## config.mk

```make
export PLATFORM = sky130hd
export DESIGN_NAME = addr_alias_router
export DESIGN_NICKNAME = d
export VERILOG_FILES = /design/src/rtl/alias_pkg.sv /design/src/rtl/alias_cfg_regs.sv /design/src/rtl/alias_match.sv /design/src/rtl/route_sel.sv /design/src/rtl/addr_alias_router.sv
export SDC_FILE = /design/constraint.sdc
export NUM_CORES = 1
export LEC_CHECK = 0
export CELL_PAD_IN_SITES_DETAIL_PLACEMENT = 1
export CELL_PAD_IN_SITES_GLOBAL_PLACEMENT = 2
export CORE_MARGIN = 8
export CORE_UTILIZATION = 30
export CTS_BUF_LIST = sky130_fd_sc_hd__clkbuf_2
export DETAILED_ROUTE_END_ITERATION = 7
export GPL_TIMING_DRIVEN = 1
export HOLD_SLACK_MARGIN = 0.12
export PLACE_DENSITY = 0.68
export SLEW_MARGIN = 20
export SYNTH_ARGS = -nofsm -noshare
export SYNTH_HDL_FRONTEND = slang
export SYNTH_SLANG_ARGS = --single-unit
export TNS_END_PERCENT = 10
```

## constraint.sdc

```tcl
create_clock -name clk -period 6.89 [get_ports clk]
set_clock_uncertainty 0.05 [all_clocks]
set_input_delay 1.0335 -clock clk [delete_from_list [all_inputs] [get_ports clk]]
set_output_delay 1.0335 -clock clk [all_outputs]
set_load 0.02 [all_outputs]
```

## src/rtl/alias_pkg.sv

```systemverilog
package alias_pkg;
  localparam int ROUTE_W = 3;

  typedef enum logic [ROUTE_W-1:0] {
    RT_NONE   = 3'd0,
    RT_LOCAL  = 3'd1,
    RT_REMOTE = 3'd2,
    RT_ALIAS  = 3'd3,
    RT_PASS   = 3'd4
  } route_e;

  localparam logic [5:0] CTRL_OFS = 6'h00;
  localparam logic [5:0] RID_OFS  = 6'h01;
  localparam int CTRL_PASS_BIT   = 0;
  localparam int CTRL_LWD_BIT    = 1;
  localparam int CTRL_FREEZE_BIT = 2;
endpackage

```

## src/rtl/alias_cfg_regs.sv

```systemverilog
module alias_cfg_regs
  import alias_pkg::*;
#(
  parameter int N_ALIAS       = 8,
  parameter int AW            = 7,
  parameter int CFG_AW        = 6,
  parameter int ALIAS_BASE    = 8,
  parameter int TARGET_BASE   = 16,
  parameter logic [AW-1:0] RID_RST = 7'h0C,
  parameter int RST_ALIAS_IDX = 3,
  parameter logic [AW-1:0] RST_ALIAS_VAL = 7'h08
) (
  input  logic                       clk,
  input  logic                       rst_n,
  input  logic                       cfg_we,
  input  logic [CFG_AW-1:0]          cfg_addr,
  input  logic [AW:0]                cfg_wdata,
  input  logic                       fc_id_vld,
  input  logic [AW-1:0]              fc_id,
  output logic [N_ALIAS-1:0][AW-1:0] alias_tab,
  output logic [N_ALIAS-1:0][AW-1:0] target_tab,
  output logic [AW-1:0]              rid,
  output logic                       pass_all,
  output logic                       lwd,
  output logic                       freeze
);
  logic          ctrl_wr, rid_wr, fc_ld;
  logic [AW-1:0] rid_d;
  logic          pass_d, lwd_d, freeze_d;

  assign ctrl_wr = cfg_we && (cfg_addr == CFG_AW'(CTRL_OFS));
  assign rid_wr  = cfg_we && (cfg_addr == CFG_AW'(RID_OFS));
  assign fc_ld   = fc_id_vld && !freeze && !rid_wr;

  always_comb begin
    pass_d   = pass_all;
    lwd_d    = lwd;
    freeze_d = freeze;
    if (ctrl_wr) begin
      pass_d   = cfg_wdata[CTRL_PASS_BIT];
      lwd_d    = cfg_wdata[CTRL_LWD_BIT];
      freeze_d = cfg_wdata[CTRL_FREEZE_BIT];
    end
  end

  always_comb begin
    rid_d = rid;
    if (rid_wr)     rid_d = cfg_wdata[AW:1];
    else if (fc_ld) rid_d = fc_id;
  end

  always_ff @(posedge clk or negedge rst_n) begin
    if (!rst_n) begin
      pass_all <= 1'b0;
      lwd      <= 1'b0;
      freeze   <= 1'b0;
      rid      <= RID_RST;
    end else begin
      if (ctrl_wr) begin
        pass_all <= pass_d;
        lwd      <= lwd_d;
        freeze   <= freeze_d;
      end
      if (rid_wr || fc_ld) rid <= rid_d;
    end
  end

  for (genvar gi = 0; gi < N_ALIAS; gi++) begin : g_entry
    localparam logic [AW-1:0] A_RST = (gi == RST_ALIAS_IDX) ? RST_ALIAS_VAL : '0;
    logic a_wr, t_wr;
    logic [AW-1:0] a_d, t_d;

    assign a_wr = cfg_we && (cfg_addr == CFG_AW'(ALIAS_BASE + gi));
    assign t_wr = cfg_we && (cfg_addr == CFG_AW'(TARGET_BASE + gi));

    always_comb begin
      a_d = a_wr ? cfg_wdata[AW:1] : alias_tab[gi];
      t_d = t_wr ? cfg_wdata[AW:1] : target_tab[gi];
    end

    always_ff @(posedge clk or negedge rst_n) begin
      if (!rst_n) begin
        alias_tab[gi]  <= A_RST;
        target_tab[gi] <= '0;
      end else begin
        if (a_wr) alias_tab[gi]  <= a_d;
        if (t_wr) target_tab[gi] <= t_d;
      end
    end
  end


  freeze_hold_chk: assert property (@(posedge clk) disable iff (!rst_n)
    (freeze && !rid_wr) |=> $stable(rid));


  fc_load_chk: assert property (@(posedge clk) disable iff (!rst_n)
    (fc_id_vld && !freeze && !rid_wr) |=> (rid == $past(fc_id)));


  sw_wins_chk: assert property (@(posedge clk) disable iff (!rst_n)
    rid_wr |=> (rid == $past(cfg_wdata[AW:1])));
endmodule

```

## src/rtl/alias_match.sv

```systemverilog
module alias_match #(
  parameter int N_ALIAS = 8,
  parameter int AW      = 7,
  localparam int IDX_W  = (N_ALIAS > 1) ? $clog2(N_ALIAS) : 1
) (
  input  logic [AW-1:0]              addr,
  input  logic [N_ALIAS-1:0][AW-1:0] alias_tab,
  input  logic [N_ALIAS-1:0][AW-1:0] target_tab,
  output logic                       hit,
  output logic [IDX_W-1:0]           hit_idx,
  output logic [AW-1:0]              hit_target
);
  logic [N_ALIAS-1:0] eq;

  for (genvar gi = 0; gi < N_ALIAS; gi++) begin : g_cmp
    assign eq[gi] = (alias_tab[gi] != '0) && (alias_tab[gi] == addr);
  end

  always_comb begin
    hit        = 1'b0;
    hit_idx    = '0;
    hit_target = '0;
    for (int i = N_ALIAS - 1; i >= 0; i--) begin
      if (eq[i]) begin
        hit        = 1'b1;
        hit_idx    = IDX_W'(i);
        hit_target = target_tab[i];
      end
    end
  end

  always_comb begin

    alias_nonzero_chk: assert (!hit || (addr != '0));
  end
endmodule

```

## src/rtl/route_sel.sv

```systemverilog
module route_sel
  import alias_pkg::*;
#(
  parameter int AW = 7
) (
  input  logic               clk,
  input  logic               rst_n,
  input  logic               addr_stb,
  input  logic [AW-1:0]      addr,
  input  logic               is_write,
  input  logic               from_remote,
  input  logic [AW-1:0]      local_id,
  input  logic [AW-1:0]      rid,
  input  logic               pass_all,
  input  logic               lwd,
  input  logic               alias_hit,
  input  logic [AW-1:0]      alias_target,
  output logic               route_vld,
  output logic [ROUTE_W-1:0] route,
  output logic [AW-1:0]      xlat_addr
);
  route_e        route_d;
  logic [AW-1:0] xlat_d;
  logic          blocked;

  assign blocked = from_remote && is_write && lwd;

  always_comb begin
    route_d = RT_NONE;
    xlat_d  = '0;
    if (addr == local_id) begin
      if (!blocked) begin
        route_d = RT_LOCAL;
        xlat_d  = addr;
      end
    end else if ((rid != '0) && (addr == rid)) begin
      route_d = RT_REMOTE;
      xlat_d  = addr;
    end else if (alias_hit) begin
      route_d = RT_ALIAS;
      xlat_d  = alias_target;
    end else if (pass_all) begin
      route_d = RT_PASS;
      xlat_d  = addr;
    end
  end

  always_ff @(posedge clk or negedge rst_n) begin
    if (!rst_n) begin
      route_vld <= 1'b0;
      route     <= ROUTE_W'(RT_NONE);
      xlat_addr <= '0;
    end else begin
      route_vld <= addr_stb;
      if (addr_stb) begin
        route     <= route_d;
        xlat_addr <= xlat_d;
      end
    end
  end


  local_route_chk: assert property (@(posedge clk) disable iff (!rst_n)
    (addr_stb && (addr == local_id) && !(from_remote && is_write))
      |=> (route == ROUTE_W'(RT_LOCAL)) && (xlat_addr == $past(addr)));


  lwd_block_chk: assert property (@(posedge clk) disable iff (!rst_n)
    (addr_stb && (addr == local_id) && from_remote && is_write && lwd)
      |=> (route == ROUTE_W'(RT_NONE)));


  rid_nonzero_chk: assert property (@(posedge clk) disable iff (!rst_n)
    (route_vld && (route == ROUTE_W'(RT_REMOTE))) |-> (xlat_addr != '0));


  vld_pulse_chk: assert property (@(posedge clk) disable iff (!rst_n)
    addr_stb |=> route_vld);


  hold_chk: assert property (@(posedge clk) disable iff (!rst_n)
    !addr_stb |=> (!route_vld && $stable(route) && $stable(xlat_addr)));


  code_range_chk: assert property (@(posedge clk) disable iff (!rst_n)
    route_vld |-> (route <= ROUTE_W'(RT_PASS)));
endmodule

```

## src/rtl/addr_alias_router.sv

```systemverilog
module addr_alias_router
  import alias_pkg::*;
#(
  parameter int N_ALIAS       = 8,
  parameter int AW            = 7,
  parameter int CFG_AW        = 6,
  parameter int ALIAS_BASE    = 8,
  parameter int TARGET_BASE   = 16,
  parameter logic [AW-1:0] RID_RST = 7'h0C,
  parameter int RST_ALIAS_IDX = 3,
  parameter logic [AW-1:0] RST_ALIAS_VAL = 7'h08
) (
  input  logic              clk,
  input  logic              rst_n,
  input  logic [AW-1:0]     local_id,
  input  logic              addr_stb,
  input  logic [AW-1:0]     addr_in,
  input  logic              is_write,
  input  logic              from_remote,
  input  logic              cfg_we,
  input  logic [CFG_AW-1:0] cfg_addr,
  input  logic [AW:0]       cfg_wdata,
  input  logic              fc_id_vld,
  input  logic [AW-1:0]     fc_id,
  output logic              route_vld,
  output logic [2:0]        route,
  output logic [AW-1:0]     xlat_addr
);
  localparam int IDX_W = (N_ALIAS > 1) ? $clog2(N_ALIAS) : 1;

  logic [N_ALIAS-1:0][AW-1:0] alias_tab, target_tab;
  logic [AW-1:0]              rid, hit_target;
  logic                       pass_all, lwd, freeze, hit;
  logic [IDX_W-1:0]           hit_idx;

  alias_cfg_regs #(
    .N_ALIAS(N_ALIAS), .AW(AW), .CFG_AW(CFG_AW),
    .ALIAS_BASE(ALIAS_BASE), .TARGET_BASE(TARGET_BASE),
    .RID_RST(RID_RST), .RST_ALIAS_IDX(RST_ALIAS_IDX),
    .RST_ALIAS_VAL(RST_ALIAS_VAL)
  ) i_regs (
    .clk(clk), .rst_n(rst_n),
    .cfg_we(cfg_we), .cfg_addr(cfg_addr), .cfg_wdata(cfg_wdata),
    .fc_id_vld(fc_id_vld), .fc_id(fc_id),
    .alias_tab(alias_tab), .target_tab(target_tab),
    .rid(rid), .pass_all(pass_all), .lwd(lwd), .freeze(freeze)
  );

  alias_match #(.N_ALIAS(N_ALIAS), .AW(AW)) i_match (
    .addr(addr_in), .alias_tab(alias_tab), .target_tab(target_tab),
    .hit(hit), .hit_idx(hit_idx), .hit_target(hit_target)
  );

  route_sel #(.AW(AW)) i_sel (
    .clk(clk), .rst_n(rst_n),
    .addr_stb(addr_stb), .addr(addr_in),
    .is_write(is_write), .from_remote(from_remote),
    .local_id(local_id), .rid(rid),
    .pass_all(pass_all), .lwd(lwd),
    .alias_hit(hit), .alias_target(hit_target),
    .route_vld(route_vld), .route(route), .xlat_addr(xlat_addr)
  );


  alias_idx_chk: assert property (@(posedge clk) disable iff (!rst_n)
    hit |-> (alias_tab[hit_idx] == addr_in));


  freeze_ctl_chk: assert property (@(posedge clk) disable iff (!rst_n)
    (freeze && fc_id_vld && !cfg_we) |=> $stable(rid));
endmodule

```

# == After elaboration in Yosys (flattened, before gate mapping) ==
# Cells that the tools add are included.
# totals
register_bits,133
input_bits,42
word_cells,124
# classes
eq_ne,27
mux,28
reduce_logical,46
# op_table
operator,count
2-to-1 mux 7 bit,15
equality test 7 bit,10
nonzero test 7 bit,9
"equality test 6 x 4 -> 1 bit, second input constant",8
"equality test 6 x 5 -> 1 bit, second input constant",8
logical AND 1 bit,31
2-to-1 mux 3 bit,4
2-to-1 mux 1 bit,9
"equality test 6 x 1 -> 1 bit, second input constant",1
logical NOT 6 bit,1
logical NOT 1 bit,2
AND reduction 2 bit,1
nonzero test 2 bit,1
logical OR 1 bit,1

# == Depth between registers and ports, before layout ==
# Gate-level depths: netlist (run 1).
# depth
ltp_word,13
mapped_depth,10

# == Cells and area by module ==
# Synthesis (run 1) repeated with hierarchy kept, for this count alone.
# unflattened
hier_cells,576
area_unflattened_um2,7076.8
# modules_own_cells
module,n_inst,cells_per_inst,area_per_inst_um2,seq_area_each_um2
alias_cfg_regs,1,292,4810.9,3056.7
alias_match,1,215,1572.8,0.0
route_sel,1,69,693.2,275.3

# == Worst setup path before layout (run 1) ==
# OpenSTA, ideal clock, no wires.
# synth_path
path_kind,input -> register
startpoint,input port addr_in[6]
endpoint,register i_sel.xlat_addr[1]
arrival_ns,2.818
required_time_ns,6.703
setup_slack_ns,3.885
path_stages,8
path_buffers,2
path_cell_list,buf_6 -> buf_8 -> a211o_1 -> a2111o_1 -> and3_4 -> a31o_4 -> a222oi_1 -> o31ai_1
# synth_between
elab_chain_cells,13
word_cells_on_any_way,38
classes_between,eq/ne (10); mux (19); reduce/logical (9)
# synth_lines
element,line,rtl
from (decl),addr_alias_router.sv:17,"input logic [AW-1:0] addr_in,"
equality test 7 bit,alias_match.sv:16,assign eq[gi] = (alias_tab[gi] != '0) && (alias_tab[gi] == addr);
logical AND 1 bit,alias_match.sv:16,
2-to-1 mux 7 bit or 2-to-1 mux 1 bit (tied branches) (8 in a row),alias_match.sv:24,if (eq[i]) begin
2-to-1 mux 7 bit,route_sel.sv:39,end else if (alias_hit) begin
2-to-1 mux 7 bit,route_sel.sv:36,end else if ((rid != '0) && (addr == rid)) begin
2-to-1 mux 7 bit *,route_sel.sv:31,if (addr == local_id) begin
to (signal assigned),route_sel.sv:57,xlat_addr <= xlat_d;
to (decl),route_sel.sv:20,output logic [AW-1:0] xlat_addr
# Every way passes the cells marked *; elsewhere a longest branch is shown, timed or not.
# A chain may end at the register's enable or synchronous reset.

# == Worst setup path after layout (run 1) ==
# layout_path
startpoint,input port addr_in[1]
endpoint,register i_sel.xlat_addr[5]
# The elaborated chain is that of the path after synthesis.

==> summary.md, run 1 <==
| Metric | Value |
|---|---|
| Critical path endpoint category | register |
| Yosys top cell area share | 0.481 |
| Post-synth EDFFs | 0 |
| Post-DP Area | 7450 um^2 |
| Final nets | 654 |
| Commonest cells after routing, fill and taps aside | 130 x dfrtp_1, 115 x mux2_2, 51 x clkdlybuf4s50_1 |
| Synthesis Warnings | 0 |
| Number of DRC markers in iteration 0 | 174 |
| Crit share post-route | 0.533 |
| Area of the die | 27600 um^2 |
| Synth Instances | 567 |
| Uppermost routed layer | met4 |
| Maximum operating frequency | 272 MHz |
| Worst EP arrival | 4220 ps |
| Core Rows | 55 |
| Final instance area | 7700 um^2 |
| Power Density | 231 nW/um^2 |
| Core area | 22400 um^2 |
| CTS Hold Bufs | 0 |
| CP Max Fanout | 11 |
| R2r endpoint | i_sel.xlat_addr[5]$_DFFE_PN0P_ |
| Initial antenna violation count | 1 |
| Peak supply drop | 0.0922 mV |
| Mapped Area | 6770 um^2 |
| Post-DP HPWL | 14200 um |
| Width of the die | 166 um |
| Final setup violation count | 0 |
| TritonCTS clock tree | yes |
| Initial Utilization | 0.303 |
| CP Class | in2reg |
| Metal-1 WL | 9870 um |
| IO Port Bufs | 52 |
| Hold Crit Class | in2async |
| DR WL met3 | 767 um |
| Clock sink total | 133 |
| Area leader, netlist | dfrtp_1 |
| Yosys reg bits | 133 |
| Top cells by area, synth | dfrtp_1 48%, mux2_2 19%, xor2_1 6.0%, xnor2_1 2.8%, nand3_1 2.1% |
| DR WL met2 | 9410 um |
| Final hold violations | 0 |
| Drt drc | 0 |
| Tmin final | 3670 ps |
| FF-to-FF Start | i_regs.alias_tab[25]$_DFFE_PN0P_ |
| Largest net degree at the start of global routing | 83 |
| Max_cap viols | 0 |
| Global route overflow | 0 |
| Tightest Pin Transition | 1150 ps |
| Synth Flop Type | dfrtp_1 |
| Max-slew violations | 0 |
| Sequential element share of the synthesized area | 0.492 |
| Post-CTS setup buffers | 0 |
| Final wirelength | 20300 um |
| Register-to-register path setup slack | 4180 ps |
| Required time worst endpoint | 7440 ps |
| First-pass GRT wire length | 32100 um |
| I/O pins | 53 |
| Synth unique cells | 57 |
| DRT Pass-1 Iters | 4 |
| Root Driver | clkbuf_2 |
| Synth-to-Final Area Change | 13.8% |
| Worst-path clk slew | 190 ps |
| Worst-skew pair later-pin latency | 730 ps |
| Via count | 4731 |
| # resized after CTS | 0 |
| Leakage power total | 3.44 nW |
| Layout cells sized above 1 | 0.254 |
| RSZ-0062 raised after global routing | false |
| Post-route ant nets | 0 |
| Post-DR vias/cell | 5.19 |
| Syn_area_per_cell | 11.9 um^2 |
| Syn Nets | 609 |
| Commonest non-fill, non-tap cell in the layout | dfrtp_1 |
| Register-to-Register Path Depth | 7 |
| Max-slew headroom | 0.231 |
| Vias in the first global route | 5282 |
| Status | finished clean |
| GR Util All Layers | 0.152 |
| Die height | 166 um |
| Setup crit start kind | primary input |
| CTS Buf Count | 17 |
| Ys async rst share | 1.00 |
| DR WL/cell | 22.3 um |
| Gpl congestion | 0.780 |
| Hold Slack | 257 ps |
| H-Tree Depth | 4 |
| Final setup TNS | 0 ps |
| Maximum root-to-sink buffer count | 2 |
## cell families after synthesis
group | Yosys count | share of synthesized area
multiplexers | 122 | 0.202
flip-flops | 133 | 0.492
buffers and inverters | 31 | 0.0316
AO/OA/AOI/OAI | 59 | 0.0691
XOR/XNOR | 68 | 0.0880
AND/OR/NAND/NOR | 154 | 0.118
## where the power goes
part | switching [mW] | internal [mW] | leakage (nW) | total (mW)
Sequential | 0.0827 | 0.885 | 1.75 | 0.967
Combinational | 0.159 | 0.169 | 1.54 | 0.327
Clock | 0.283 | 0.204 | 0.145 | 0.486
Total | 0.524 | 1.26 | 3.44 | 1.78
## per-layer routing
| layer | track usage | up-vias |
|---|---|---|
| met1 | 0.205 | 2446 |
| met5 | 0 | - |
| met2 | 0.241 | 106 |
| met4 | 0.0490 | 0 |
| met3 | 0.0300 | 19 |
| li1 | - | 2160 |
## cell type report
cell class | instances | area (um^2)
diodes | 1 | 2.50
clock buffers | 21 | 105
clock inverters | 11 | 135
fillers | 2441 | 14700
inverters | 4 | 15.0
multi-input cells | 403 | 3230
flip-flops and latches | 133 | 3330
well taps | 285 | 357
repair buffers | 53 | 529
## registers in the layout (all words and copies together), names as in the netlist
signal / flops
i_regs.freeze: 1
i_regs.alias_tab: 56
i_regs.lwd: 1
i_sel.route: 3
i_regs.rid: 7
i_sel.xlat_addr: 7
i_regs.pass_all: 1
i_sel.route_vld: 1
i_regs.target_tab: 56
## worst max path at each step
| stage | cells past startpoint | startpoint | endpoint | slack, ps |
|---|---|---|---|---|
| after global placement | 8 | addr_in[1] | i_sel.xlat_addr[0]$_DFFE_PN0P_ | 2580 |
| after detailed placement | 8 | addr_in[6] | i_sel.xlat_addr[5]$_DFFE_PN0P_ | 2500 |
| after floorplan | 8 | addr_in[6] | i_sel.xlat_addr[1]$_DFFE_PN0P_ | 3880 |
| after global routing | 8 | addr_in[5] | i_sel.xlat_addr[1]$_DFFE_PN0P_ | 3140 |
| final | 8 | addr_in[1] | i_sel.xlat_addr[5]$_DFFE_PN0P_ | 3220 |
| after CTS | 8 | addr_in[6] | i_sel.xlat_addr[5]$_DFFE_PN0P_ | 3320 |
## metrics by stage
step | worst slack, ps | utilization | power, mW | cells
finish | 3220 | 0.345 | 1.78 | 911
global route | 3140 | 0.345 | 1.88 | 911
CTS | 3320 | 0.344 | 1.81 | 910
detailed placement | 2500 | 0.333 | 1.31 | 878
global placement | 2580 | 0.333 | 1.30 | 878
floorplan | 3880 | - | 1.18 | 567
## critical path, stage by stage
cell and delay, ps:
clkdlybuf4s50_1 890, xor2_1 360, nor4_1 370, nand3_1 400, and3_1 390, a21o_1 210
a211oi_1 380, o31ai_1 160
## Yosys cell counts, drive strengths merged (3+ instances only)
cell type,instances
nor2b,3
o22ai,5
a211oi,5
o31ai,5
nand2b,5
and3,8
clkbuf,16
nor3,18
mux2i,7
o21ai,4
nor4,16
xor2,46
dfrtp,130
a2111oi,3
inv,3
nand2,34
mux2,115
a222oi,5
a21oi,11
xnor2,22
buf,10
a211o,5
nand4,6
dfstp,3
nand3,29
nor2,26
Power figures use the tool's default switching activity.
==> inputs of run 2 (changes only) <==
--- a/config.mk
+++ b/config.mk
@@ -13,7 +13,7 @@
 export DETAILED_ROUTE_END_ITERATION = 7
 export GPL_TIMING_DRIVEN = 1
 export HOLD_SLACK_MARGIN = 0.12
-export PLACE_DENSITY = 0.68
+export PLACE_DENSITY = 0.7
 export SLEW_MARGIN = 20
 export SYNTH_ARGS = -nofsm -noshare
 export SYNTH_HDL_FRONTEND = slang
==> constraint.sdc (replaced) <==
create_clock -name clk -period 3.3 [get_ports clk]
set_clock_uncertainty 0.05 [all_clocks]
set_input_delay 0.495 -clock clk [delete_from_list [all_inputs] [get_ports clk]]
set_output_delay 0.495 -clock clk [all_outputs]
set_load 0.02 [all_outputs]
==> run 2 against run 1 <==
Effect of this change: clock power rose by 120%; cell area is 3.9% higher; critical path type is now reg2reg; worst setup slack worse by 2600 ps; critical path depth shrank 1; hold slack lost 42 ps; register-to-register slack lost 3600 ps; highest routed layer unchanged; flip-flop and latch count is the same.
==> summary.md, run 2 (synthesized netlist as in run 1, its figures left out) <==
| Metric | Value |
|---|---|
| Via count | 4808 (was 4731) |
| Register-to-register path setup slack | 610 ps (was 4180 ps) |
| Clock power frac | 0.286 (was 0.273) |
| Peak supply drop | 0.254 mV (was 0.0922 mV) |
| Switching part of the total power | 0.291 (was 0.294) |
| Largest net degree at the start of global routing | 101 (was 83) |
| Core Rows | 55 (unchanged) |
| Flop pwr share | 0.529 (was 0.543) |
| CP Buf/Inv Count | 1 (unchanged) |
| Clock sink total | 133 (unchanged) |
| Leakage power total | 3.60 nW (was 3.44 nW) |
| RSZ-0062 raised after global routing | false (unchanged) |
| TritonCTS clock tree | yes (unchanged) |
| H-Tree Depth | 4 (unchanged) |
| Combinational power share | 0.185 (was 0.184) |
| Critical path endpoint category | register (unchanged) |
| Status | finished clean (unchanged) |
| Max-slew violations | 0 (unchanged) |
| Initial antenna violation count | 1 (unchanged) |
| Finished Layout Cells | 935 (was 911) |
| Final wirelength | 20200 um (was 20300 um) |
| Root Driver | clkbuf_2 (unchanged) |
| Register-to-Register Path Depth | 7 (unchanged) |
| Vias in the first global route | 5543 (was 5282) |
| Crit share post-route | 0.816 |
| Initial Utilization | 0.303 (unchanged) |
| Global route overflow | 0 (unchanged) |
| Die height | 166 um (unchanged) |
| Synth-to-Final Area Change | 18.2% (was 13.8%) |
| FF-to-FF Start | i_regs.alias_tab[31]$_DFFE_PN0P_ (was i_regs.alias_tab[25]$_DFFE_PN0P_) |
| Tmin final | 2690 ps |
| First-pass GRT wire length | 32800 um (was 32100 um) |
| Maximum operating frequency | 371 MHz |
| Cell mode on critical path | nor3_1 |
| # resized after CTS | 0 (unchanged) |
| Setup crit start kind | register (was primary input) |
| Width of the die | 166 um (unchanged) |
| Cell family with most CP delay | simple AND/OR/NAND/NOR gates (unchanged) |
| CP Class | reg2reg (was in2reg) |
| Max-slew headroom | 0.295 (was 0.231) |
| CP max stage cell | or4_1 (was clkdlybuf4s50_1) |
| Drt drc | 0 (unchanged) |
| Worst-skew pair later-pin latency | 710 ps (was 730 ps) |
| Core area | 22400 um^2 (unchanged) |
| Hold Crit Class | in2async (unchanged) |
| CP Max Fanout | 5 (was 11) |
| Worst EP arrival | 3250 ps (was 4220 ps) |
| Fin util | 0.358 (was 0.345) |
| Hold Slack | 215 ps (was 257 ps) |
| CTS Hold Bufs | 1 (was 0) |
| DRT Pass-1 Iters | 7 (was 4) |
| Tightest Pin Transition | 1050 ps (was 1150 ps) |
| Regs by FF count | i_regs.alias_tab: 56 flops, i_regs.target_tab: 56 flops (unchanged) |
| Worst-path clk slew | 190 ps (about the same) |
| IO Port Bufs | 52 (unchanged) |
| Final nets | 679 (was 654) |
| Post-DR vias/cell | 5.14 (was 5.19) |
| Max_cap viols | 0 (unchanged) |
| GR Util All Layers | 0.152 (about the same) |
| Fillers | 2459 (was 2441) |
| Post-DP HPWL | 14300 um (was 14200 um) |
| CTS Buf Count | 17 (unchanged) |
| R2r endpoint | i_sel.route[0]$_DFFE_PN0P_ (was i_sel.xlat_addr[5]$_DFFE_PN0P_) |
| Post-CTS setup buffers | 0 (unchanged) |
| Post-route ant nets | 0 (unchanged) |
| Commonest cells after routing, fill and taps aside | 130 x dfrtp_1, 115 x mux2_2, 51 x clkdlybuf4s50_1 (unchanged) |
| Final hold violations | 0 (unchanged) |
| I/O pins | 53 (unchanged) |
| Final instance area | 8000 um^2 (was 7700 um^2) |
| Final setup violation count | 0 (unchanged) |
| Power Internal | 2.71 mW (was 1.26 mW) |
| Number of DRC markers in iteration 0 | 237 (was 174) |
| Reg area | 3330 um^2 (unchanged) |
| Commonest non-fill, non-tap cell in the layout | dfrtp_1 (unchanged) |
| Gpl congestion | 0.797 (was 0.780) |
| DR WL/cell | 21.6 um (was 22.3 um) |
| Layout cells sized above 1 | 0.277 (was 0.254) |
| Maximum root-to-sink buffer count | 2 (unchanged) |
| Area of the die | 27600 um^2 (unchanged) |
| Area taken by multi-input logic gates | 3220 um^2 (was 3230 um^2) |
| Final setup TNS | 0 ps (unchanged) |
| Crit path largest cell delay | 520 ps (was 890 ps) |
| Post-DP Area | 7730 um^2 (was 7450 um^2) |
| Required time worst endpoint | 3860 ps (was 7440 ps) |
| CP Cell Sequence | or4_1, nor4_1, nor3_1, buf_4, nor3_1, nand3_1, a221o_1 (was clkdlybuf4s50_1, xor2_1, nor4_1, nand3_1, and3_1, a21o_1, a211oi_1, o31ai_1) |
| Power Density | 478 nW/um^2 (was 231 nW/um^2) |
| Placed insts | 902 (was 878) |
| NetSw | 1.11 mW (was 0.524 mW) |
## run 2: final cells by class
| cell class | count | area share |
|---|---|---|
| Tap cell | 285 | 0.0446 |
| Antenna cell | 1 | 0.000313 |
| Clock inverter | 12 | 0.0202 |
| Multi-Input combinational cell | 403 | 0.403 |
| Clock buffer | 19 | 0.0119 |
| Timing Repair Buffer | 78 | 0.102 |
| Inverter | 4 | 0.00188 |
| Sequential cell | 133 | 0.416 |
## run 2: worst reg2reg max path: cells and delay by family (launching register included)
kind | cells | cell delay, ps
buffers and inverters | 1 | 160
AOI/OAI and AO/OA | 1 | 350
DFF | 1 | 440
and+or+nand+nor | 5 | 1590
## run 2: worst max path at each step
stage,to,cells past startpoint,start
2_1_floorplan,i_sel.xlat_addr[1]$_DFFE_PN0P_,8,addr_in[6]
3_3_place_gp,i_sel.xlat_addr[1]$_DFFE_PN0P_,9,addr_in[5]
3_5_place_dp,i_sel.xlat_addr[1]$_DFFE_PN0P_,9,addr_in[3]
4_1_cts,i_sel.route[0]$_DFFE_PN0P_,7,i_regs.alias_tab[31]$_DFFE_PN0P_
6_report,i_sel.route[0]$_DFFE_PN0P_,7,i_regs.alias_tab[31]$_DFFE_PN0P_
5_1_grt,i_sel.route[1]$_DFFE_PN0P_,8,i_regs.alias_tab[31]$_DFFE_PN0P_
## run 2: per-layer routing
layer,vias up,part of all wire,track usage,wire length (um)
met2,104,0.47,0.247,9540
met4,0,0.013,0.0368,255
met1,2488,0.47,0.202,9510
met5,-,0,0,0
met3,22,0.044,0.0361,895
li1,2194,-,-,-
## run 2: stage by stage
step                      total power [mW]  worst slack, ps
after global routing                  4.04              382
final                                 3.82              606
after detailed placement              2.77             77.2
after floorplan                       2.46              833
after global placement                2.73              112
after CTS                             3.88              580
## run 2: power by group through the flow
stage                     combinational, mW  sequential [mW]  clock, mW
after global placement                0.685             2.04          0
after floorplan                       0.447             2.01          0
after CTS                             0.719             2.03       1.13
final                                 0.708             2.02       1.09
after global routing                  0.783             2.06       1.20
after detailed placement              0.713             2.06          0
==> inputs of run 3 (changes only) <==
--- a/config.mk
+++ b/config.mk
@@ -13,7 +13,7 @@
 export DETAILED_ROUTE_END_ITERATION = 7
 export GPL_TIMING_DRIVEN = 1
 export HOLD_SLACK_MARGIN = 0.12
-export PLACE_DENSITY = 0.7
+export PLACE_DENSITY = 0.68
 export SLEW_MARGIN = 20
 export SYNTH_ARGS = -nofsm -noshare
 export SYNTH_HDL_FRONTEND = slang
==> constraint.sdc (replaced) <==
create_clock -name clk -period 2.8 [get_ports clk]
set_clock_uncertainty 0.05 [all_clocks]
set_input_delay 0.42 -clock clk [delete_from_list [all_inputs] [get_ports clk]]
set_output_delay 0.42 -clock clk [all_outputs]
set_load 0.02 [all_outputs]
==> run 3 against run 2 <==
Effect of this change: cell area increased by 3.6%; power increased by 12%; largest cell class unchanged; critical path type unchanged; utilization increased by 1.3 points.
==> summary.md, run 3 (synthesized netlist as in run 1, its figures left out) <==
| Metric | Value |
|---|---|
| Status | finished clean (unchanged) |
| Drt drc | 0 (unchanged) |
| Max-slew headroom | 0.417 (was 0.295) |
| Leakage power total | 3.78 nW (was 3.60 nW) |
| Regs by FF count | i_regs.alias_tab: 56 flops, i_regs.target_tab: 56 flops (unchanged) |
| Worst-skew pair later-pin latency | 720 ps (was 710 ps) |
| NetSw | 1.32 mW (was 1.11 mW) |
| Placement Setup Slack | -395 ps (was 77.2 ps) |
| Combinational power share | 0.206 (was 0.185) |
| Number of DRC markers in iteration 0 | 303 (was 237) |
| Peak supply drop | 0.193 mV (was 0.254 mV) |
| Hold Crit Class | in2async (unchanged) |
| Final hold violations | 0 (unchanged) |
| Required time worst endpoint | 3360 ps (was 3860 ps) |
| Width of the die | 166 um (unchanged) |
| Via count | 4990 (was 4808) |
| Switching part of the total power | 0.308 (was 0.291) |
| Flop pwr share | 0.557 (was 0.529) |
| CP Max Fanout | 6 (was 5) |
| Final setup TNS | 0 ps (unchanged) |
| Clock power frac | 0.237 (was 0.286) |
| Gpl congestion | 0.804 (was 0.797) |
| Worst-path clk slew | 210 ps (was 190 ps) |
| Root Driver | clkbuf_2 (unchanged) |
| Post-DP Area | 8040 um^2 (was 7730 um^2) |
| Max_cap viols | 0 (unchanged) |
| CTS Buf Count | 17 (unchanged) |
| Final nets | 719 (was 679) |
| Largest net degree at the start of global routing | 46 (was 101) |
| Setup ws final | 188 ps (was 606 ps) |
| Global route overflow | 0 (unchanged) |
| DRT Pass-1 Iters | 4 (was 7) |
| Core area | 22400 um^2 (unchanged) |
| Post-DP HPWL | 14700 um (was 14300 um) |
| Tmin final | 2610 ps (was 2690 ps) |
| Commonest non-fill, non-tap cell in the layout | dfrtp_1 (unchanged) |
| Final instance area | 8290 um^2 (was 8000 um^2) |
| Clock sink total | 133 (unchanged) |
| First-pass GRT wire length | 33000 um (was 32800 um) |
| Maximum root-to-sink buffer count | 2 (unchanged) |
| Worst EP arrival | 3170 ps (was 3250 ps) |
| FF-to-FF Start | i_regs.alias_tab[31]$_DFFE_PN0P_ (unchanged) |
| Synth-to-Final Area Change | 22.5% (was 18.2%) |
| Setup crit start kind | register (unchanged) |
| Commonest cells after routing, fill and taps aside | 130 x dfrtp_1, 115 x mux2_2, 54 x buf_4 (was 130 x dfrtp_1, 115 x mux2_2, 51 x clkdlybuf4s50_1) |
| Post-DR vias/cell | 5.11 (was 5.14) |
| R2r endpoint | i_sel.xlat_addr[0]$_DFFE_PN0P_ (was i_sel.route[0]$_DFFE_PN0P_) |
| Final wirelength | 20500 um (was 20200 um) |
| Post-route ant nets | 0 (unchanged) |
| CP Class | reg2reg (unchanged) |
| Max-slew violations | 0 (unchanged) |
| Maximum operating frequency | 383 MHz (was 371 MHz) |
| Area of the die | 27600 um^2 (unchanged) |
| Power Internal | 2.96 mW (was 2.71 mW) |
| RSZ-0062 raised after global routing | false (unchanged) |
| Finished Layout Cells | 976 (was 935) |
| Power Density | 516 nW/um^2 (was 478 nW/um^2) |
| Register-to-Register Path Depth | 9 (was 7) |
| Core Rows | 55 (unchanged) |
| GR Util All Layers | 0.154 (was 0.152) |
| DR WL/cell | 21.1 um (was 21.6 um) |
| Critical path endpoint category | register (unchanged) |
| Register-to-register path setup slack | 190 ps (was 610 ps) |
| Initial antenna violation count | 2 (was 1) |
| TritonCTS clock tree | yes (unchanged) |
| H-Tree Depth | 4 (unchanged) |
| Tightest Pin Transition | 871 ps (was 1050 ps) |
| Placed insts | 940 (was 902) |
| Crit share post-route | 0.933 (was 0.816) |
| Vias in the first global route | 5554 (was 5543) |
| I/O pins | 53 (unchanged) |
| IO Port Bufs | 52 (unchanged) |
| Layout cells sized above 1 | 0.319 (was 0.277) |
| Final setup violation count | 0 (unchanged) |
| Initial Utilization | 0.303 (unchanged) |
| Die height | 166 um (unchanged) |
[run 3: changes by cell type in the layout (fill, tap and decap cells not counted), moves of 2 or more]
cell       delta
buf_4        +36
clkinv_1      +2
buf_12        +3
bufinv_16     -3
[run 3: worst max-delay path: stages (launching register included)]
cell,delay (ps)
dfrtp_1,450
or4_1,530
nor4_1,190
nor3_1,110
buf_4,160
and3_1,260
a211o_1,320
a211oi_2,220
buf_4,150
o21ai_1,60
[run 3: worst max-delay path by stage]
stage                                                start                        endpoint  slack [ps]  depth (start not counted)
after detailed placement                        addr_in[6]  i_sel.xlat_addr[3]$_DFFE_PN0P_        -400                         11
final                     i_regs.alias_tab[31]$_DFFE_PN0P_  i_sel.xlat_addr[0]$_DFFE_PN0P_         190                          9
after CTS                 i_regs.alias_tab[31]$_DFFE_PN0P_  i_sel.xlat_addr[0]$_DFFE_PN0P_          50                          9
after global placement                          addr_in[6]  i_sel.xlat_addr[5]$_DFFE_PN0P_        -320                         11
after floorplan                                 addr_in[6]  i_sel.xlat_addr[1]$_DFFE_PN0P_         410                          8
after global routing      i_regs.alias_tab[31]$_DFFE_PN0P_  i_sel.xlat_addr[0]$_DFFE_PN0P_           4                          9
[run 3: repair_timing]
action,in CTS,in global routing
endpoints found under the hold margin,132,0
setup buffers,0,0
gates resized for setup,0,3
hold buffers,3,0
setup endpoints to repair,0,6
[run 3: final cells by class]
type	count	area [um^2]
antenna	1	2.50
clock buffer	19	95.1
clock inverter	13	91.3
fill	2469	14100
inverter	4	15.0
multi-input combinational	403	3240
sequential	133	3330
tap	285	357
timing repair buffer	118	1160
[run 3: metrics by stage]
stage,hold slack [ps],utilization,power (mW)
after floorplan,74.4,-,2.90
after global placement,355,0.360,3.26
after detailed placement,361,0.360,3.31
after CTS,141,0.370,4.35
after global routing,130,0.371,4.53
final,232,0.371,4.28
[run 3: routing by layer]
layer / up-vias / track usage / share of wire
li1: 2283 / - / -
met1: 2580 / 0.207 / 0.48
met2: 105 / 0.246 / 0.46
met3: 22 / 0.0292 / 0.038
met4: 0 / 0.0497 / 0.016
met5: - / 0 / 0
[run 3: power by group through the flow]
stage,Clock (mW),Combinational (mW),Sequential [mW]
after CTS,1.07,0.895,2.38
after global routing,1.14,0.972,2.42
after detailed placement,0,0.884,2.42
after floorplan,0,0.527,2.37
after global placement,0,0.853,2.40
final,1.01,0.883,2.38
